## config.mk

```make
export PLATFORM = sky130hd
export DESIGN_NAME = aud_ser_tx
export DESIGN_NICKNAME = d
export VERILOG_FILES = /design/src/rtl/aud_ser_tx.sv
export SDC_FILE = /design/constraint.sdc
export NUM_CORES = 1
export LEC_CHECK = 0
export BUFFER_PORTS_ARGS = -buffer_cell sky130_fd_sc_hd__buf_2
export CAP_MARGIN = 15
export CORE_MARGIN = 2
export CORE_UTILIZATION = 60
export CTS_CLUSTER_DIAMETER = 50
export DETAILED_ROUTE_END_ITERATION = 10
export PLACE_DENSITY = 0.83
export SLEW_MARGIN = 20
export SYNTH_ARGS = -nofsm -noshare
export SYNTH_HDL_FRONTEND = slang
export SYNTH_SLANG_ARGS = --single-unit
```

## constraint.sdc

```tcl
create_clock -name clk -period 4.4 [get_ports clk]
set_input_delay 0.22 -clock clk [delete_from_list [all_inputs] [get_ports clk]]
set_output_delay 0.22 -clock clk [all_outputs]
set_load 0.1 [all_outputs]
```

## src/rtl/aud_ser_tx.sv

```systemverilog
module aud_ser_tx #(
  parameter int NDEV = 4
) (
  input  logic        clk,
  input  logic        rst_n,
  input  logic        ref_tick,
  input  logic [2:0]  mode,
  input  logic [1:0]  fmt,
  input  logic [1:0]  wlen,
  input  logic [23:0] left_in,
  input  logic [23:0] right_in,
  input  logic        bclk_in,
  input  logic        wclk_in,
  input  logic        tdm_in,
  output logic        bclk_out,
  output logic        wclk_out,
  output logic        clk_drive,
  output logic        sdata
);
  localparam int SLOT = 32;
  localparam int SUB  = 2 * SLOT;
  localparam int TFR  = NDEV * SUB;
  localparam int CW   = $clog2(TFR);

  localparam logic [1:0] F_LJ = 2'b00, F_I2S = 2'b01, F_TDM = 2'b10, F_RJ = 2'b11;

  wire master = ~mode[2] & (|mode[1:0]);
  wire is_tdm = (fmt == F_TDM);
  wire is_i2s = (fmt == F_I2S);
  assign clk_drive = master;

  logic [4:0] wb;
  always_comb
    case (wlen)
      2'b00:   wb = 5'd24;
      2'b01:   wb = 5'd20;
      2'b10:   wb = 5'd18;
      default: wb = 5'd16;
    endcase

  logic [3:0] half;
  always_comb
    if (is_tdm) half = 4'd1;
    else
      case (mode[1:0])
        2'b10:   half = 4'd8;
        2'b11:   half = 4'd4;
        default: half = 4'd2;
      endcase

  // two-stage synchroniser: bit clock, word clock, chain data
  logic [2:0] sy1, sy2;
  logic       bclk_d;
  always_ff @(posedge clk or negedge rst_n)
    if (!rst_n) begin
      sy1 <= '0; sy2 <= '0; bclk_d <= 1'b0;
    end else begin
      sy1 <= {bclk_in, wclk_in, tdm_in};
      sy2 <= sy1;
      bclk_d <= sy2[2];
    end
  wire bclk_s = sy2[2];
  wire wclk_s = sy2[1];
  wire tdm_s  = sy2[0];

  logic [3:0] hcnt;
  logic       mbclk;
  wire mtog  = master & ref_tick & (hcnt == half - 4'd1);
  wire bfall = master ? (mtog & mbclk)  : (bclk_d & ~bclk_s);
  wire brise = master ? (mtog & ~mbclk) : (~bclk_d & bclk_s);

  always_ff @(posedge clk or negedge rst_n)
    if (!rst_n) begin
      hcnt <= '0; mbclk <= 1'b0;
    end else if (master && ref_tick) begin
      if (hcnt == half - 4'd1) begin
        hcnt  <= '0;
        mbclk <= ~mbclk;
      end else hcnt <= hcnt + 4'd1;
    end
  assign bclk_out = mbclk;

  logic [CW-1:0] cnt, nxt, flast;
  logic          wprev;
  assign flast = is_tdm ? CW'(TFR - 1) : CW'(SUB - 1);

  always_comb
    if (master)                 nxt = (cnt >= flast) ? '0 : cnt + 1'b1;
    else if (is_tdm)            nxt = (wclk_s & ~wprev) ? '0 : cnt + 1'b1;
    else if (wclk_s != wprev)   nxt = (wclk_s ^ is_i2s) ? '0 : CW'(SLOT);
    else                        nxt = cnt + 1'b1;

  logic [23:0]    llat, rlat, word;
  logic [SUB-1:0] chain;
  logic [4:0]     kk, idx, off;
  logic           ok, bit_nx;

  assign word = (nxt == '0) ? left_in : (nxt[5] ? rlat : llat);
  assign kk   = nxt[4:0];
  assign off  = 5'(6'd32 - {1'b0, wb});

  always_comb begin
    case (fmt)
      F_I2S: begin ok = (kk != 5'd0) && (kk <= wb); idx = 5'd24 - kk; end
      F_RJ:  begin ok = (kk >= off);                idx = 5'd23 - (kk - off); end
      default: begin ok = (kk < wb);                idx = 5'd23 - kk; end
    endcase
    bit_nx = ok ? word[idx] : 1'b0;
    if (is_tdm && (nxt >= CW'(SUB))) bit_nx = chain[SUB-1];
  end

  always_ff @(posedge clk or negedge rst_n)
    if (!rst_n) begin
      cnt <= '1; wprev <= 1'b0; sdata <= 1'b0; wclk_out <= 1'b0;
      llat <= '0; rlat <= '0;
    end else if (bfall) begin
      cnt   <= nxt;
      wprev <= wclk_s;
      sdata <= bit_nx;
      if (master) wclk_out <= (nxt < CW'(SLOT)) ^ is_i2s;
      if (nxt == '0) begin
        llat <= left_in;
        rlat <= right_in;
      end
    end

  always_ff @(posedge clk or negedge rst_n)
    if (!rst_n) chain <= '0;
    else if (brise) chain <= {chain[SUB-2:0], tdm_s};

endmodule

```

Word level (Yosys, flattened, before mapping)

Index checks and enable logic that the tools add are counted.
W data, S select, Z words.

Memory bits (writable): 0
Word-level logic and storage cells: 82
Bits in read-only memories: 0
Memories: 0
Latch bits: 0
Bits in registers: 135

Shift-type cells: 0
$mul: 0
Eq/ne operators: 9
Order comparisons: 7
Add/sub/neg operators: 8
Divide/modulo/power cells: 0
Bitwise gates (word level): 15
Multiplexer cells: 21
Reductions and logical operators: 10

Operators with widths:

| operator              | count |
|---|---|
| $mux W24              | 2 |
| $mux W8               | 6 |
| $sub A5 B5 Y5 const A | 3 |
| $pmux W4 S3           | 1 |
| $eq A2 B2 Y1 const B  | 5 |
| $pmux W5 S2           | 1 |
| $add A8 B1 Y8 const B | 1 |
| $and A1 B1 Y1         | 8 |
| $ge A8 B7 Y1 const B  | 1 |
| $ge A8 B8 Y1          | 1 |
| $logic_not A8 Y1      | 1 |
| $lt A8 B6 Y1 const B  | 1 |
| $mux W4               | 2 |
| $pmux W4 S2           | 1 |
| $lt A5 B6 Y1 const B  | 1 |
| $mux W6               | 1 |
| $reduce_and A2 Y1     | 3 |
| $bmux W1 S5           | 1 |
| $ge A5 B5 Y1          | 1 |
| $le A5 B5 Y1          | 1 |
| $lt A5 B5 Y1          | 1 |
| $mux W1               | 5 |
| $not A1 Y1            | 5 |
| $reduce_bool A5 Y1    | 1 |
| other kinds (12)      | 16 |

Longest topological paths before layout

Gate-level depths: netlist (run 1).

Word-level depth: 13
Mapped depth: 21
Depth with buffers taken out: 18

Worst setup path before layout (run 1)

No wires, ideal clock.

Path kind: input-to-reg
Start point: input fmt[0]
End point: register sdata
Data arrival time: 3.706 ns
Required time: 4.267 ns
Stages on the path: 19
Path buffers: 2
Setup slack: 0.561 ns
Cell sequence: buf_6 nand2b_4 buf_6 ha_1 nand4_1 o211ai_1 o21ai_2 nand2_1 inv_1 ha_1 ha_1 inv_1 fa_1 nand3_1 o211ai_1 a311o_1 or4_1 o311ai_1 o31ai_2

Cells in the longest elaborated chain, start to end: 12

RTL lines:

| what                          | line | RTL |
|---|---|---|
| from (decl)                   | 8    | `input logic [1:0] fmt,` |
| $eq A2 B2 Y1 *                | 28   | `wire is_tdm = (fmt == F_TDM);` |
| $mux W8                       | 85   | `assign flast = is_tdm ? CW'(TFR - 1) : CW'(SUB - 1);` |
| $ge A8 B8 Y1                  | 88   | `if (master) nxt = (cnt >= flast) ? '0 : cnt + 1'b1;` |
| $mux W8                       | 88   |  |
| $mux W8 *                     | 88   |  |
| via nxt[2]                    | 83   | `logic [CW-1:0] cnt, nxt, flast;` |
| $sub A5 B5 Y5 (2 in series)   | 105  | `F_RJ: begin ok = (kk >= off); idx = 5'd23 - (kk - off); end` |
| $pmux W5 S2                   | 103  | `case (fmt)` |
| $bmux W1 S5                   | 108  | `bit_nx = ok ? word[idx] : 1'b0;` |
| $mux W1 (implied by the code) | 108  |  |
| $mux W1                       | 108  |  |
| $mux W1 *                     | 109  | `if (is_tdm && (nxt >= CW'(SUB))) bit_nx = chain[SUB-1];` |
| to (signal assigned)          | 119  | `sdata <= bit_nx;` |
| to (decl)                     | 18   | `output logic sdata` |

Mark *: on every way through the listed nets, which the timed path passes. The rest lies on a longest branch. The select of a mux whose other input is x is not followed.
A chain may end at the register's enable or synchronous reset.

Worst setup path in the final report (run 1)

Start point: register cnt[0]
End point: register sdata

Cells in the longest elaborated chain, start to end: 11

RTL lines:

| what                          | line       | RTL |
|---|---|---|
| from (decl)                   | 83         |  |
| from (signal assigned)        | 117        | `cnt <= nxt;` |
| $add A8 B1 Y8                 | 88, 89, 91 |  |
| $mux W8 (on tied branches)    | 90, 89     |  |
| $mux W8                       | 89         | `else if (is_tdm) nxt = (wclk_s & ~wprev) ? '0 : cnt + 1'b1;` |
| $mux W8 *                     | 88         |  |
| via nxt[2]                    | 83         |  |
| $sub A5 B5 Y5 (2 in series)   | 105        |  |
| $pmux W5 S2                   | 103        |  |
| $bmux W1 S5                   | 108        |  |
| $mux W1 (implied by the code) | 108        |  |
| $mux W1                       | 108        |  |
| $mux W1 *                     | 109        |  |

Marked as above.

==> results of run 1 <==
layout make-up:
type / count / area (um^2) / share of cell area
Antenna cell: 1 / 2.502 / 0.0003175
Sequential cell: 135 / 3388 / 0.4298
Tap cell: 140 / 175.2 / 0.02222
Clock buffer: 20 / 446.7 / 0.05667
Inverter: 17 / 63.81 / 0.008095
Multi-Input combinational cell: 338 / 3212 / 0.4075
Timing Repair Buffer: 80 / 450.4 / 0.05714
Clock inverter: 12 / 143.9 / 0.01825
cell families (layout without fill, tap and decap cells):
group / Yosys count / in the layout / synth area share
multiplexers: 146 / 146 / 0.2586
adder cells (fa/ha/maj): 22 / 22 / 0.04244
XOR/XNOR: 14 / 14 / 0.01902
AO/OA/AOI/OAI: 70 / 70 / 0.07756
AND/OR/NAND/NOR: 86 / 86 / 0.06713
buffers and inverters: 43 / 129 / 0.03987
other: 0 / 1 / 0
flip-flops: 135 / 135 / 0.4953
worst max-delay path, cell delays in order, from the launching register on:
cell	delay (ns)
sky130_fd_sc_hd__dfstp_2	0.59
sky130_fd_sc_hd__ha_2	0.28
sky130_fd_sc_hd__nand4_1	0.17
sky130_fd_sc_hd__o211ai_1	0.28
sky130_fd_sc_hd__o21ai_2	0.12
sky130_fd_sc_hd__nand2_1	0.13
sky130_fd_sc_hd__inv_1	0.11
sky130_fd_sc_hd__ha_1	0.32
sky130_fd_sc_hd__ha_1	0.18
sky130_fd_sc_hd__inv_1	0.07
sky130_fd_sc_hd__fa_1	0.40
sky130_fd_sc_hd__nand3_1	0.09
sky130_fd_sc_hd__o211ai_1	0.16
sky130_fd_sc_hd__a311o_1	0.36
sky130_fd_sc_hd__or4_1	0.49
sky130_fd_sc_hd__o311ai_1	0.10
sky130_fd_sc_hd__o31ai_2	0.12
through the flow:
stage	cell area (um^2)	setup WS, ns
final	7883	0.2813
after global placement	7246	0.3911
after global routing	7880	0.07836
after detailed placement	7246	0.2660
after CTS	7866	0.2585
after floorplan	6840	0.5614
flip-flops by register name (all words and copies together) (netlist names):
register  flops
bclk_d        1
bclk_out      1
chain        64
cnt           8
hcnt          4
llat         24
rlat         24
sdata         1
sy1           3
sy2           3
wclk_out      1
wprev         1
what timing repair did:
action / CTS / global route
setup endpoints to repair: 0 / 1
gates resized for setup: 0 / 2
hold buffers: 3 / 0
endpoints found under the hold margin: 3 / 0
cell usage in the layout (no fill, tap or decap), types with 7 or more instances in the layout:
cell type,n
sky130_fd_sc_hd__xor2_1,9
sky130_fd_sc_hd__mux2i_1,14
sky130_fd_sc_hd__ha_1,19
sky130_fd_sc_hd__a21oi_1,7
sky130_fd_sc_hd__clkbuf_16,17
sky130_fd_sc_hd__mux2_2,122
sky130_fd_sc_hd__inv_1,17
sky130_fd_sc_hd__buf_4,14
sky130_fd_sc_hd__dfrtp_1,127
sky130_fd_sc_hd__dfstp_2,8
sky130_fd_sc_hd__o21ai_0,16
sky130_fd_sc_hd__nand3_1,9
sky130_fd_sc_hd__nor2_1,14
sky130_fd_sc_hd__buf_2,63
sky130_fd_sc_hd__mux4_1,8
sky130_fd_sc_hd__nand2_1,32
routing by layer:
layer | up-vias | track usage | wire length [um]
met3 | 23 | 0.06288 | 613
met4 | 0 | 0.09750 | 296
met1 | 2233 | 0.2975 | 5709
li1 | 2036 | - | -
met2 | 85 | 0.4102 | 7144
met5 | - | 0 | 0
path summary, 6_finish.rpt:
check	startpoint	endpoint	slack [ns]	cells past startpoint
worst max-delay path	cnt[0]	sdata	0.28	16
worst min-delay path	rst_n	chain[10]	-0.008	2
worst max register to register	cnt[0]	sdata	0.28	16
worst min register to register	sy1[0]	sy2[0]	0.36	0
max in group asynchronous	rst_n	rlat[9]	3.82	2
min in group clk	right_in[0]	rlat[0]	0.03	2
where the power goes:
part / internal [mW] / switching, mW / total, mW
Clock: 0.858 / 0.557 / 1.42
Sequential: 1.59 / 0.216 / 1.80
Combinational: 0.748 / 0.776 / 1.52
==> summary.md, run 1 <==
| Metric | Value |
|---|---|
| Outcome | `complete, but fails checks` |
| Violations in the final reports | `hold timing` |
| CP Launch Type | `register` |
| Area share of the largest cell type after synthesis | `0.4646` |
| Number of nets with antenna violations after routing | `0` |
| Clock slew at the register clock pins of the worst setup and hold paths | `0.06 ns` |
| I/O pin cnt | `65` |
| Overall power of the completed layout | `4.742 mW` |
| Final standard cell count with taps included and fillers excluded | `743` |
| Hold WC Path Type | `in -> async` |
| Half-perimeter wire length of the detailed placement result | `9482 um` |
| Count of input and output buffers | `64` |
| Post-synth design cell area | `0.006840 mm^2` |
| Detailed-route wire length per cell | `18.52 um` |
| Total gr overflow | `0` |
| Static leakage power | `3.656 nW` |
| Global-route wire length before repair | `23610 um` |
| Arrival time at the worst endpoint | `4.40 ns` |
| First-iteration detailed-routing DRC count | `283` |
| DRC violations left | `0` |
| Final Net Count | `672` |
| Largest net degree at the start of global routing | `70` |
| TritonCTS clock tree | `yes` |
| Worst IR drop on VDD | `0.4001 mV` |
| Sort of element at the end of the critical path | `register` |
| Tightest hold margin | `-0.008161 ns` |
| Total wire length after detailed routing | `13760 um` |
| Total via count after detailed routing | `4377` |
| Measured slew at the worst slew-check pin | `0.8732 ns` |
| 1st-pass router iterations | `5` |
| Maximum count of clock buffers along a single path | `2` |
| Dominant cell by count in the synthesized netlist | `sky130_fd_sc_hd__dfrtp_1` |
| Die H | `110.8 um` |
| Yosys Warn Count | `0` |
| Main synth FF type | `sky130_fd_sc_hd__dfrtp_1` |
| Floorplan row count | `38` |
| Fmax | `242.8 MHz` |
| Setup Viol. Count Final | `0` |
| Number of enable flip-flop cells after synthesis | `0` |
| Root cell of the clock tree | `sky130_fd_sc_hd__clkbuf_16` |
| Post-CTS setup buffer count | `0` |
| Synth cell count leaders | `sky130_fd_sc_hd__dfrtp_1 (127), sky130_fd_sc_hd__mux2_2 (122), sky130_fd_sc_hd__nand2_1 (32)` |
| Setup TNS after final layout | `0 ns` |
| Post-Route Skew | `0.006857 ns` |
| H-tree level count | `4` |
| Final Max Tran Viols | `0` |
| Die width | `110.8 um` |
| Maximum fanout encountered on the critical timing path | `7` |
| Signed area change from the synthesized netlist to the final layout | `15.24%` |
| Share of async-settable or async-resettable flops after synthesis | `1.000` |
| Leading cell types by total area after synthesis | `sky130_fd_sc_hd__dfrtp_1 (46%), sky130_fd_sc_hd__mux2_2 (20%), sky130_fd_sc_hd__ha_1 (3.7%)` |
| Final Critical Period | `4.119 ns` |
| Count of unique library cells instantiated by Yosys | `75` |
| FF+latch count, synth | `135` |
| RePlAce Congestion | `0.8579` |
| Number of buffers inserted during clock tree synthesis | `17` |
| Number of filler instances in the final layout | `735` |
| Core ar. | `0.01098 mm^2` |
| Post-synthesis sequential area ratio | `0.4953` |
| Clock Latency Late Sink | `0.42 ns` |
| Final cycle utilization of the critical path | `0.9361` |
| Worst Path Required | `4.69 ns` |
| Worst Setup Path Type | `reg -> reg` |
| Placed insts | `707` |
| Layout Utilization | `0.7177` |
| Number of clock sinks | `135` |
| Net count after synthesis | `599` |
| Die area | `0.01227 mm^2` |
| Initial core utilization | `0.6228` |
| Setup repair after global routing missed its margin | `no` |
| Final Hold Vio Count | `3` |
| Share of layout cells above drive strength 1 | `0.4385` |
| Worst-case headroom to the max-slew limit | `0.4161` |
| Initial antenna violation count | `0` |
| GRT Total Usage | `0.2422` |
| Number of global-route vias before repair | `4767` |
| Cell accounting for the most synthesized area | `sky130_fd_sc_hd__dfrtp_1` |
| Number of standard cells after synthesis | `516` |
| Max-capacitance violation count | `0` |
| Power per Cell Area | `601.6 mW/mm^2` |
| Vias per std cell | `5.891` |
| Post-synthesis area per instance | `13.26 um^2` |
No activity file was read; power rests on OpenSTA's default activity.
==> run 2: changes to the inputs <==
CELL_PAD_IN_SITES_DETAIL_PLACEMENT = 0   (was default)
CELL_PAD_IN_SITES_GLOBAL_PLACEMENT = 1   (was default)
CORE_UTILIZATION = 49   (was 60)
PLACE_DENSITY = 0.82   (was 0.83)
==> summary.md, run 2 (synthesized netlist as in run 1, its figures left out) <==
| Metric | Value |
|---|---|
| Outcome | `completed` |
| Post-route setup slack | `0.2242 ns` |
| Die area | `0.01492 mm^2` |
| Die width | `122.2 um` |
| RePlAce Congestion | `0.8700` |
| Static leakage power | `3.739 nW` |
| Largest net degree at the start of global routing | `54` |
| I/O pin cnt | `65` |
| Hold WC Path Type | `in -> reg` |
| FF-to-FF Start | `cnt[0]` |
| Measured slew at the worst slew-check pin | `0.9028 ns` |
| Crit Reg-Reg Endpoint | `sdata` |
| Worst setup slack after placement | `0.2355 ns` |
| Slowest-stage cell, CP | `sky130_fd_sc_hd__dfstp_2` |
| Setup repair after global routing missed its margin | `no` |
| Core ar. | `0.01377 mm^2` |
| Total wire length after detailed routing | `13000 um` |
| Count of input and output buffers | `64` |
| Arrival time at the worst endpoint | `4.46 ns` |
| Number of buffers inserted during clock tree synthesis | `17` |
| Leading cell types in the layout, fill and taps excluded | `sky130_fd_sc_hd__dfrtp_1 (127), sky130_fd_sc_hd__mux2_2 (122), sky130_fd_sc_hd__buf_2 (63), sky130_fd_sc_hd__nand2_1 (31)` |
| 1st-pass router iterations | `4` |
| Global-route wire length before repair | `22000 um` |
| Detailed-route wire length per cell | `16.49 um` |
| First-iteration detailed-routing DRC count | `243` |
| Overall power of the completed layout | `4.954 mW` |
| Share of layout cells above drive strength 1 | `0.4457` |
| Critical path's most frequent cell | `sky130_fd_sc_hd__ha_1` |
| Maximum count of clock buffers along a single path | `2` |
| Setup TNS after final layout | `0 ns` |
| Number of clock sinks | `135` |
| Final cycle utilization of the critical path | `0.9491` |
| CP Launch Type | `register` |
| Flop2flop setup slack | `0.22 ns` |
| Half-perimeter wire length of the detailed placement result | `8998 um` |
| Vias per std cell | `5.477` |
| Final standard cell count with taps included and fillers excluded | `788` |
| TritonCTS clock tree | `yes` |
| Fmax | `239.5 MHz` |
| Final Max Tran Viols | `0` |
| Number of global-route vias before repair | `4562` |
| Clock Latency Late Sink | `0.42 ns` |
| Total via count after detailed routing | `4316` |
| Final Critical Period | `4.176 ns` |
| Power per Cell Area | `613.6 mW/mm^2` |
| Delay contributed by the slowest stage of the critical path | `0.60 ns` |
| Die H | `122.2 um` |
| Final Net Count | `679` |
| Largest reg by FF count | `chain` |
| Total gr overflow | `0` |
| Hold-critical path endpoint | `rlat[8]` |
| Flip-flop count of the largest register after layout | `64` |
| Clock slew at the register clock pins of the worst setup and hold paths | `0.06 ns` |
| Final antenna diode count | `0` |
| Sort of element at the end of the critical path | `register` |
| Number of nets with antenna violations after routing | `0` |
| Floorplan row count | `43` |
| Critical path, cell by cell | `ha_1 -> nand4_1 -> o211ai_1 -> o21ai_4 -> nand2_2 -> inv_1 -> ha_1 -> ha_1 -> inv_1 -> fa_1 -> nand3_1 -> o211ai_1 -> a311o_1 -> or4_1 -> o311ai_1 -> o31ai_2` |
| Initial antenna violation count | `0` |
| Min-Delay Path Depth | `2` |
| Worst Path Required | `4.68 ns` |
| Top flop regs | `chain (64), llat (24), rlat (24)` |
| Worst IR drop on VDD | `0.3865 mV` |
| Placed insts | `750` |
| Max-capacitance violation count | `0` |
| Final Hold Vio Count | `0` |
| Post-Route Skew | `0.007932 ns` |
| GRT Total Usage | `0.1899` |
| DRC violations left | `0` |
| Worst-case reg-to-reg path depth | `16` |
| Signed area change from the synthesized netlist to the final layout | `18.02%` |
| Worst-case headroom to the max-slew limit | `0.3951` |
| Worst Min Path Start | `right_in[8]` |
| H-tree level count | `4` |
| Root cell of the clock tree | `sky130_fd_sc_hd__clkbuf_16` |
| Commonest non-fill, non-tap cell in the layout | `sky130_fd_sc_hd__dfrtp_1` |
| Initial core utilization | `0.4966` |
| Maximum fanout encountered on the critical timing path | `10` |
| Setup Viol. Count Final | `0` |
| Worst Setup Path Type | `reg -> reg` |
[run 2: changes by cell type in the layout (fill, tap and decap cells not counted), sizes merged]
cell,change
buf,+6
bufinv,+4
clkbuf,-2
clkinv,-2
clkinvlp,-1
diode,-1
dlygate4sd3,+1
[run 2: worst max-delay path by stage]
| stage | from | endpoint | depth (start not counted) |
|---|---|---|---|
| floorplan | fmt[0] | sdata | 19 |
| global placement | fmt[0] | sdata | 18 |
| detailed placement | fmt[0] | sdata | 18 |
| CTS | cnt[7] | sdata | 16 |
| global route | cnt[0] | sdata | 16 |
| finish | cnt[0] | sdata | 16 |
[run 2: layout make-up]
type	count	area, um^2
fill	1135	5700
sequential	135	3388
multi-input combinational	338	3208
timing repair buffer	87	505.5
clock buffer	18	439.2
clock inverter	13	242.7
tap	180	225.2
inverter	17	63.81
[run 2: report_power, final]
group	internal [mW]	leakage, nW	switching [mW]	total [mW]
clock network	1.08	0.329	0.547	1.63
logic	0.761	1.69	0.769	1.53
registers	1.59	1.72	0.205	1.79
total	3.43	3.74	1.52	4.95
[run 2: repair_timing]
action,in CTS,in global routing
setup endpoints to repair,0,1
hold buffers,4,0
endpoints found under the hold margin,26,0
setup buffers,0,3
gates resized for setup,0,2
[run 2: metal layers]
| layer | track usage | part of all wire | up-vias |
|---|---|---|---|
| met5 | 0 | 0 | - |
| met4 | 0.07112 | 0.013 | 0 |
| met3 | 0.04682 | 0.042 | 14 |
| li1 | - | - | 2052 |
| met1 | 0.2508 | 0.45 | 2161 |
| met2 | 0.3045 | 0.50 | 89 |
[run 2: through the flow]
step | util | area (um^2) | hold slack [ns]
3_5_place_dp | 0.5313 | 7318 | 0.1926
5_1_grt | 0.5861 | 8073 | 0.02755
4_1_cts | 0.5838 | 8040 | 0.01707
6_report | 0.5861 | 8073 | 0.03662
2_1_floorplan | - | 6840 | -0.07559
3_3_place_gp | 0.5313 | 7318 | 0.1891
[run 2: worst max-delay path, delay by kind of cell, from the launching register on]
kind	cells	cell delay [ns]
DFF	1	0.60
buffers and inverters	2	0.15
and+or+nand+nor	4	0.89
AOI/OAI and AO/OA	6	1.28
adders and majority gates	4	1.13
==> run 3: changes to the inputs <==
ABC_AREA = 1   (was default)
ABC_CLOCK_PERIOD_IN_PS = 4400   (was default)
CORE_UTILIZATION = 45   (was 49)
CTS_CLUSTER_SIZE = 8   (was default)
==> summary.md, run 3 <==
| Metric | Value |
|---|---|
| Share of async-settable or async-resettable flops after synthesis | `1.000` |
| Total gr overflow | `0` |
| Die width | `129.6 um` |
| Leading cell types by total area after synthesis | `sky130_fd_sc_hd__dfrtp_1 (45%), sky130_fd_sc_hd__nand2_1 (9.6%), sky130_fd_sc_hd__inv_1 (6.1%)` |
| Outcome | `completed` |
| Die area | `0.01679 mm^2` |
| GRT Total Usage | `0.1939` |
| Clock slew at the register clock pins of the worst setup and hold paths | `0.07 ns` |
| Hold WC Path Type | `in -> reg` |
| Top flop regs | `chain (64), llat (24), rlat (24)` |
| Worst Min Path Start | `right_in[4]` |
| Maximum fanout encountered on the critical timing path | `17` |
| Arrival time at the worst endpoint | `3.81 ns` |
| Number of global-route vias before repair | `5159` |
| Setup Viol. Count Final | `0` |
| Net count after synthesis | `928` |
| First-iteration detailed-routing DRC count | `476` |
| Total wire length after detailed routing | `15010 um` |
| H-tree level count | `4` |
| Number of standard cells after synthesis | `845` |
| Final standard cell count with taps included and fillers excluded | `1128` |
| RePlAce Congestion | `0.8519` |
| Signed area change from the synthesized netlist to the final layout | `14.57%` |
| Worst-case reg-to-reg path depth | `23` |
| Core ar. | `0.01531 mm^2` |
| Die H | `129.6 um` |
| Post-CTS setup buffer count | `0` |
| Flip-flop count of the largest register after layout | `64` |
| Cell accounting for the most synthesized area | `sky130_fd_sc_hd__dfrtp_1` |
| Worst IR drop on VDD | `0.3878 mV` |
| Number of hold-repair buffers added at the cts stage | `4` |
| Initial antenna violation count | `0` |
| Worst-case headroom to the max-slew limit | `0.3662` |
| Setup TNS after final layout | `0 ns` |
| Root cell of the clock tree | `sky130_fd_sc_hd__clkbuf_16` |
| Static leakage power | `4.151 nW` |
| Count of unique library cells instantiated by Yosys | `42` |
| Worst Setup Path Type | `reg -> reg` |
| Fmax | `286.6 MHz` |
| Flop2flop setup slack | `0.91 ns` |
| DRC violations left | `0` |
| Largest net degree at the start of global routing | `104` |
| Area share of the largest cell type after synthesis | `0.4479` |
| Global-route wire length before repair | `25430 um` |
| Final Hold Vio Count | `0` |
| Hold-critical path endpoint | `rlat[4]` |
| Vias per std cell | `4.794` |
| Share of layout cells above drive strength 1 | `0.1854` |
| Measured slew at the worst slew-check pin | `0.9507 ns` |
| Final antenna diode count | `0` |
| Number of clock sinks | `135` |
| Sort of element at the end of the critical path | `register` |
| CP Launch Type | `register` |
| TritonCTS clock tree | `yes` |
| Post-synthesis sequential area ratio | `0.4775` |
| Final Critical Period | `3.489 ns` |
| Post-Route Skew | `0.009885 ns` |
| Max-capacitance violation count | `0` |
| Initial core utilization | `0.4633` |
| Leading cell types in the layout, fill and taps excluded | `sky130_fd_sc_hd__nand2_1 (182), sky130_fd_sc_hd__dfrtp_1 (127), sky130_fd_sc_hd__inv_1 (116), sky130_fd_sc_hd__o21ai_0 (69), sky130_fd_sc_hd__nor2_1 (67)` |
| Number of buffers inserted during clock tree synthesis | `17` |
| Number of enable flip-flop cells after synthesis | `0` |
| Count of input and output buffers | `64` |
| Count of instances resized after the clock tree is built | `0` |
| Final Net Count | `987` |
| Half-perimeter wire length of the detailed placement result | `10470 um` |
| Synth cell count leaders | `sky130_fd_sc_hd__nand2_1 (182), sky130_fd_sc_hd__dfrtp_1 (127), sky130_fd_sc_hd__inv_1 (116)` |
| Number of nets with antenna violations after routing | `0` |
| Main synth FF type | `sky130_fd_sc_hd__dfrtp_1` |
| Floorplan row count | `45` |
| Largest reg by FF count | `chain` |
| I/O pin cnt | `65` |
| Placed insts | `1092` |
| 1st-pass router iterations | `7` |
| Final cycle utilization of the critical path | `0.7930` |
| Yosys Warn Count | `0` |
| FF-to-FF Start | `cnt[0]` |
| Maximum count of clock buffers along a single path | `2` |
| Commonest non-fill, non-tap cell in the layout | `sky130_fd_sc_hd__nand2_1` |
| Power per Cell Area | `693.2 mW/mm^2` |
| Crit Reg-Reg Endpoint | `sdata` |
| Setup repair after global routing missed its margin | `no` |
| Post-synthesis area per instance | `8.397 um^2` |
| Worst Path Required | `4.72 ns` |
| Total via count after detailed routing | `5408` |
| Dominant cell by count in the synthesized netlist | `sky130_fd_sc_hd__nand2_1` |
| Detailed-route wire length per cell | `13.30 um` |
| Clock Latency Late Sink | `0.42 ns` |
| Final Max Tran Viols | `0` |
| FF+latch count, synth | `135` |
| Post-synth design cell area | `0.007096 mm^2` |
| Min-Delay Path Depth | `2` |
## run 3: per-layer routing
layer  global-route usage  up-vias  share of wire
met5                    0        -              0
met4              0.05376        0          0.010
met3              0.04459       11          0.032
met2               0.3009       68           0.46
met1               0.2748     2518           0.50
li1                     -     2811              -
## run 3: stage by stage
step | cell area (um^2) | power [mW] | utilization | hold slack [ns] | setup WS [ns]
final | 8129 | 5.635 | 0.5308 | 0.02912 | 0.9109
after global routing | 8129 | 6.116 | 0.5308 | 0.01912 | 0.5668
after detailed placement | 7535 | 4.315 | 0.4920 | 0.3330 | 0.8791
after floorplan | 7096 | 3.850 | - | -0.07559 | 1.329
after CTS | 8129 | 5.689 | 0.5308 | 0.01410 | 0.9426
after global placement | 7535 | 4.287 | 0.4920 | 0.3312 | 0.9170
## run 3: final cells by class
cell class	instances	area [um^2]
clock buffer	18	439.2
clock inverter	14	115.1
fill	1479	7186
inverter	125	469.2
multi-input combinational	552	3037
sequential	135	3388
tap	211	264.0
timing repair buffer	73	416.7
## run 3: logic make-up (layout without fill, tap and decap cells)
| family | count (synthesis) | count (layout) | share of synthesized area |
|---|---|---|---|
| AO/OA/AOI/OAI | 158 | 158 | 0.1213 |
| XOR/XNOR | 7 | 7 | 0.008641 |
| adder cells (fa/ha/maj) | 22 | 22 | 0.04091 |
| buffers and inverters | 158 | 230 | 0.09575 |
| flip-flops | 135 | 135 | 0.4775 |
| multiplexers | 19 | 19 | 0.03915 |
| AND/OR/NAND/NOR | 346 | 346 | 0.2167 |
## run 3: worst max-delay path, stage by stage (launching register included)
cell                      delay [ns]
sky130_fd_sc_hd__dfstp_2        0.57
sky130_fd_sc_hd__ha_1           0.19
sky130_fd_sc_hd__nand2_1        0.10
sky130_fd_sc_hd__nor2_1         0.13
sky130_fd_sc_hd__nand2_1        0.10
sky130_fd_sc_hd__nand2_2        0.10
sky130_fd_sc_hd__nand2_4        0.15
sky130_fd_sc_hd__nand2_2        0.18
sky130_fd_sc_hd__inv_1          0.11
sky130_fd_sc_hd__ha_1           0.32
sky130_fd_sc_hd__ha_1           0.15
sky130_fd_sc_hd__inv_1          0.05
sky130_fd_sc_hd__fa_1           0.37
sky130_fd_sc_hd__xor2_1         0.17
sky130_fd_sc_hd__o21ai_0        0.16
sky130_fd_sc_hd__inv_1          0.05
sky130_fd_sc_hd__o21ai_0        0.10
sky130_fd_sc_hd__nand2_1        0.08
sky130_fd_sc_hd__inv_1          0.05
sky130_fd_sc_hd__nand2_1        0.05
sky130_fd_sc_hd__nand3_1        0.07
sky130_fd_sc_hd__nand2_1        0.05
sky130_fd_sc_hd__nand2_1        0.05
sky130_fd_sc_hd__nand2_1        0.04
## run 3: report_power, final
part | switching, mW | internal (mW)
registers | 0.263 | 1.82
clock network | 0.587 | 0.750
logic | 1.38 | 0.838
total | 2.23 | 3.41
## run 3: worst max-delay path by stage
stage / start / to / cells after the start
finish: cnt[0] / sdata / 23
global route: cnt[0] / sdata / 23
CTS: cnt[0] / sdata / 23
detailed placement: fmt[0] / sdata / 26
global placement: fmt[0] / sdata / 22
floorplan: cnt[0] / sdata / 23
